==> config.mk <==
export PLATFORM = sky130hd
export DESIGN_NAME = err_cnt_pair
export DESIGN_NICKNAME = d
export VERILOG_FILES = /design/src/rtl/errcnt_pkg.sv /design/src/rtl/errcnt_chan.sv /design/src/rtl/errcnt_ctrl.sv /design/src/rtl/errcnt_irq.sv /design/src/rtl/err_cnt_pair.sv
export SDC_FILE = /design/constraint.sdc
export NUM_CORES = 1
export LEC_CHECK = 0
export BUFFER_PORTS_ARGS = -buffer_cell sky130_fd_sc_hd__buf_2
export CAP_MARGIN = 15
export CELL_PAD_IN_SITES_DETAIL_PLACEMENT = 0
export CELL_PAD_IN_SITES_GLOBAL_PLACEMENT = 2
export CORE_MARGIN = 2
export CORE_UTILIZATION = 30
export CTS_BUF_LIST = sky130_fd_sc_hd__clkbuf_4 sky130_fd_sc_hd__clkbuf_8 sky130_fd_sc_hd__clkbuf_16
export CTS_CLUSTER_SIZE = 12
export DETAILED_ROUTE_END_ITERATION = 10
export PLACE_DENSITY = 0.82
export SLEW_MARGIN = 40
export SYNTH_ARGS = -nofsm -noshare
export SYNTH_HDL_FRONTEND = slang
export SYNTH_SLANG_ARGS = --single-unit
==> constraint.sdc <==
create_clock -name clk -period 1.6 [get_ports clk]
set_input_delay 0.32 -clock clk [delete_from_list [all_inputs] [get_ports clk]]
set_output_delay 0.32 -clock clk [all_outputs]
set_load 0.01 [all_outputs]
==> src/rtl/errcnt_pkg.sv <==
package errcnt_pkg;
  localparam int NUM_CH = 2;
  localparam int CH_CV   = 0;
  localparam int CH_PRBS = 1;

  typedef enum logic {
    UPD_ON_DEMAND = 1'b0,
    UPD_PERIODIC  = 1'b1
  } upd_mode_e;
endpackage

==> src/rtl/errcnt_chan.sv <==
module errcnt_chan #(
  parameter int CNT_W = 16
) (
  input  logic             clk,
  input  logic             rst,
  input  logic             evt,
  input  logic             snap,
  output logic [CNT_W-1:0] hold_q
);
  localparam logic [CNT_W-1:0] MAXV = '1;
  localparam logic [CNT_W-1:0] ONE  = CNT_W'(1);

  logic [CNT_W-1:0] live_q;

  always_ff @(posedge clk) begin
    if (rst) begin
      live_q <= '0;
      hold_q <= '0;
    end else if (snap) begin
      hold_q <= live_q;
      live_q <= evt ? ONE : '0;
    end else if (evt && (live_q != MAXV)) begin
      live_q <= live_q + ONE;
    end
  end


  no_overflow_chk: assert property (@(posedge clk) disable iff (rst)
    (live_q == MAXV && !snap) |=> (live_q == MAXV));


  restart_one_chk: assert property (@(posedge clk) disable iff (rst)
    (snap && evt) |=> (live_q == ONE));


  hold_stable_chk: assert property (@(posedge clk) disable iff (rst)
    !snap |=> $stable(hold_q));


  copy_value_chk: assert property (@(posedge clk) disable iff (rst)
    snap |=> (hold_q == $past(live_q)));
endmodule

==> src/rtl/errcnt_ctrl.sv <==
module errcnt_ctrl
  import errcnt_pkg::*;
(
  input  logic clk,
  input  logic rst,
  input  logic upd_mode,
  input  logic sec_tick,
  input  logic cmd_req,
  output logic snap,
  output logic cmd_ack
);
  upd_mode_e mode;
  assign mode = upd_mode_e'(upd_mode);

  always_comb begin
    unique case (mode)
      UPD_PERIODIC:  snap = sec_tick;
      UPD_ON_DEMAND: snap = cmd_req;
      default:       snap = 1'b0;
    endcase
  end

  always_ff @(posedge clk) begin
    if (rst) cmd_ack <= 1'b0;
    else     cmd_ack <= cmd_req;
  end


  ack_follows_chk: assert property (@(posedge clk) disable iff (rst)
    cmd_req |=> cmd_ack);


  ack_single_chk: assert property (@(posedge clk) disable iff (rst)
    !cmd_req |=> !cmd_ack);
endmodule

==> src/rtl/errcnt_irq.sv <==
module errcnt_irq (
  input  logic clk,
  input  logic rst,
  input  logic sec_tick,
  input  logic irq_clr,
  output logic tick_irq
);
  always_ff @(posedge clk) begin
    if (rst)           tick_irq <= 1'b0;
    else if (sec_tick) tick_irq <= 1'b1;
    else if (irq_clr)  tick_irq <= 1'b0;
  end


  irq_set_chk: assert property (@(posedge clk) disable iff (rst)
    sec_tick |=> tick_irq);


  irq_sticky_chk: assert property (@(posedge clk) disable iff (rst)
    (tick_irq && !irq_clr) |=> tick_irq);
endmodule

==> src/rtl/err_cnt_pair.sv <==
module err_cnt_pair
  import errcnt_pkg::*;
#(
  parameter int CNT_W = 16
) (
  input  logic             clk,
  input  logic             rst,
  input  logic             cv_evt,
  input  logic             prbs_evt,
  input  logic             sec_tick,
  input  logic             upd_mode,
  input  logic             cmd_req,
  output logic             cmd_ack,
  output logic [CNT_W-1:0] cv_hold,
  output logic [CNT_W-1:0] prbs_hold,
  output logic             tick_irq,
  input  logic             irq_clr
);
  logic                        snap;
  logic [NUM_CH-1:0]           evt_vec;
  logic [NUM_CH-1:0][CNT_W-1:0] hold_vec;

  assign evt_vec[CH_CV]   = cv_evt;
  assign evt_vec[CH_PRBS] = prbs_evt;

  errcnt_ctrl u_ctrl (
    .clk      (clk),
    .rst      (rst),
    .upd_mode (upd_mode),
    .sec_tick (sec_tick),
    .cmd_req  (cmd_req),
    .snap     (snap),
    .cmd_ack  (cmd_ack)
  );

  for (genvar g = 0; g < NUM_CH; g++) begin : g_chan
    errcnt_chan #(.CNT_W(CNT_W)) u_chan (
      .clk    (clk),
      .rst    (rst),
      .evt    (evt_vec[g]),
      .snap   (snap),
      .hold_q (hold_vec[g])
    );
  end

  assign cv_hold   = hold_vec[CH_CV];
  assign prbs_hold = hold_vec[CH_PRBS];

  errcnt_irq u_irq (
    .clk      (clk),
    .rst      (rst),
    .sec_tick (sec_tick),
    .irq_clr  (irq_clr),
    .tick_irq (tick_irq)
  );


  demand_tick_nocopy_chk: assert property (@(posedge clk) disable iff (rst)
    (!upd_mode && !cmd_req) |=> ($stable(cv_hold) && $stable(prbs_hold)));
endmodule

==> reports/results.txt <==
Violation count after the first detailed-route iteration - 100
Clk buf depth - 2
Reg clk slew, reported paths - 0.07 ns
Crit-path max FO - 3
First-pass GRT wire length - 13100 µm
MaxCap Viol Count - 0
Overall Global Routing Usage - 15.8%
Register area share after synthesis - 46.5%
Synthesis Warnings - 0
IO Pins - 42
Startpoint types - flop
Clk network pwr share - 40.9%
Die Span X - 101 µm
RSZ-0062 raised after global routing - true
Chip height - 101 µm
Most frequent cells in the layout - nand2_1, buf_4, a21oi_1
Setup-failing EPs final - 0
Remaining Overflow, GRT - 0
Vias per std cell - 5.09
Detailed-route via count - 2868
Critical path type - reg -> reg
Max VDD drop - 0.324 mV
Multi-input logic area - 1490 µm²
Slew headroom - 72.8%
Cell taking the most area after synthesis - dfxtp_1
Initial Util - 30.9%
Sequential cell area - 1350 µm²
Largest net degree at the start of global routing - 21
Switching part of the total - 23.4%
Sum Neg Setup Slack - 0 ns
WP data required - 1.86 ns
Pint - 2.39 mW
DP HPWL - 5510 µm
Clock Latency Late Sink - 0.33 ns
Full die area - 10300 µm²
TritonCTS clock tree - done
Clk root buf - clkbuf_8
Worst setup EP type - flop
Initial antenna violation count - 0
Mean Syn Cell Area - 8.18 µm²
Synth top area share - 46.5%
Post-Synthesis Cells - 347
Post-route minimum period - 1.57 ns
CTS buffer count - 9
Fin crit share - 98.3%
Pwr Density - 799 nW/µm²
Power share of the combinational group - 5.9%
DR WL/cell - 13.2 µm
Synthesis-to-layout area growth - 37.4%
# H-tree levels - 3
Routed wire length - 7450 µm
Mapped Area - 2840 µm²
Commonest non-fill, non-tap cell in the layout - nand2_1
Outcome - complete, no violations
Fill count - 974
Placed Cells - 546
Hold WC Path Type - in -> reg
Synth unique cells - 34
Synth top area cells - dfxtp_1, a21oi_1, nand2_1
Lkg Pwr - 1.47 nW
Placement Rows - 35
Layout cells sized above 1 - 35.2%
Remaining routing DRC violations - 0
FMAX - 636 MHz
I/O Buffers - 41
Diodes inserted - 0
#FFs+latches synth - 66
Routability cong. - 0.795
Flop pwr share - 53.2%
Setup Skew - 0.00942 ns
Hold WS - 0.258 ns
Fin util - 42.4%
Tightest Pin Transition - 0.406 ns
Post-route insts no fill - 563
Antenna Nets Post-Route - 0
Drt first pass iters - 4
Nets - 459
Worst path arrival time - 1.83 ns
Final Slew Violations - 0
Final-report hold violation count - 0
Sink Count - 66
Core area - 9200 µm²
Synth Net Count - 357
Vias in the first global route - 2790
P_sw - 0.728 mW
## synthesized netlist by cell type, drive strengths merged
master and instances:
nor2 6, inv 9, nand3 19, nor2b 1
mux2 1, nor3 9, ha 2, and4 5
or4 19, and3 4, dfxtp 66, nand2b 1
o211ai 1, a31oi 4, nand4 9, or3 4
mux2i 1, nor4 4, o21a 4, clkbuf 16
o31ai 19, nand2 73, o211a 1, nand3b 1
a21oi 60, o311ai 1, o41ai 2, buf 1
o21ai 4
## critical path: stages, from the launching register on
cell and delay, ns:
dfxtp_4 0.37, ha_4 0.15, nand2_2 0.06, or3_4 0.40, or4_1 0.41, a21oi_1 0.13
## per-layer routing
metal / part of all wire, % / GRT usage (%) / up-vias / routed length [µm]
met5: 0 / 0 / - / 0
met3: 2.0 / 2.48 / 8 / 148
met4: 1.2 / 5.30 / 0 / 89
met2: 49 / 27.7 / 31 / 3660
li1: - / - / 1477 / -
met1: 48 / 19.8 / 1352 / 3550
## sequential cells by signal, indices dropped and copies added (netlist names)
| register | count |
|---|---|
| u_ctrl.cmd_ack | 1 |
| g_chan.u_chan.live_q | 32 |
| g_chan.u_chan.hold_q | 32 |
| u_irq.tick_irq | 1 |
## stage by stage
| step | setup slack, ns | cell area, µm² | total power, mW |
|---|---|---|---|
| after CTS | 0.00785 | 3810 | 3.18 |
| final | 0.0267 | 3900 | 3.12 |
| after global placement | 0.00663 | 3630 | 1.89 |
| after detailed placement | -0.00870 | 3630 | 1.89 |
| after floorplan | 0.00669 | 2860 | 1.79 |
| after global routing | -0.0322 | 3900 | 3.27 |
## worst paths after layout
check	from	to	slack, ns	cells after the start
worst max-delay path	g_chan[1].u_chan.live_q[1]	g_chan[1].u_chan.live_q[10]	0.03	5
worst min-delay path	sec_tick	u_irq.tick_irq	0.26	3
worst max register to register	g_chan[1].u_chan.live_q[1]	g_chan[1].u_chan.live_q[10]	0.03	5
worst min register to register	g_chan[1].u_chan.hold_q[11]	g_chan[1].u_chan.hold_q[11]	0.45	2
## final cells by class
| type | instances | share of cell area [%] |
|---|---|---|
| clock inverter | 2 | 0.321 |
| timing repair buffer | 108 | 18.2 |
| sequential | 66 | 34.7 |
| multi-input combinational | 255 | 38.1 |
| tap | 111 | 3.56 |
| clock buffer | 12 | 4.23 |
| inverter | 9 | 0.866 |
## cell families (layout without fill, tap and decap cells)
| family | count (synthesis) | count (layout) | synth area share (%) |
|---|---|---|---|
| buffers and inverters | 26 | 131 | 3.53 |
| and+or+nand+nor | 155 | 155 | 28.5 |
| muxes | 2 | 2 | 0.749 |
| DFF | 66 | 66 | 46.5 |
| adders and majority gates | 2 | 2 | 0.881 |
| AOI/OAI and AO/OA | 96 | 96 | 19.8 |
## power by group through the flow
| stage | combinational [mW] | clock (mW) | sequential [mW] |
|---|---|---|---|
| 6_report | 0.183 | 1.28 | 1.66 |
| 5_1_grt | 0.209 | 1.40 | 1.66 |
| 4_1_cts | 0.185 | 1.33 | 1.66 |
| 3_5_place_dp | 0.185 | 0 | 1.70 |
| 3_3_place_gp | 0.184 | 0 | 1.70 |
| 2_1_floorplan | 0.0872 | 0 | 1.71 |
## what timing repair did
action,in CTS,in global routing
hold endpoints to repair,0,0
gates resized for setup,1,32
pin swaps,0,10
setup buffers,0,3
endpoints found under the setup margin,1,21
hold buffers,0,0
Power figures use the tool's default switching activity.
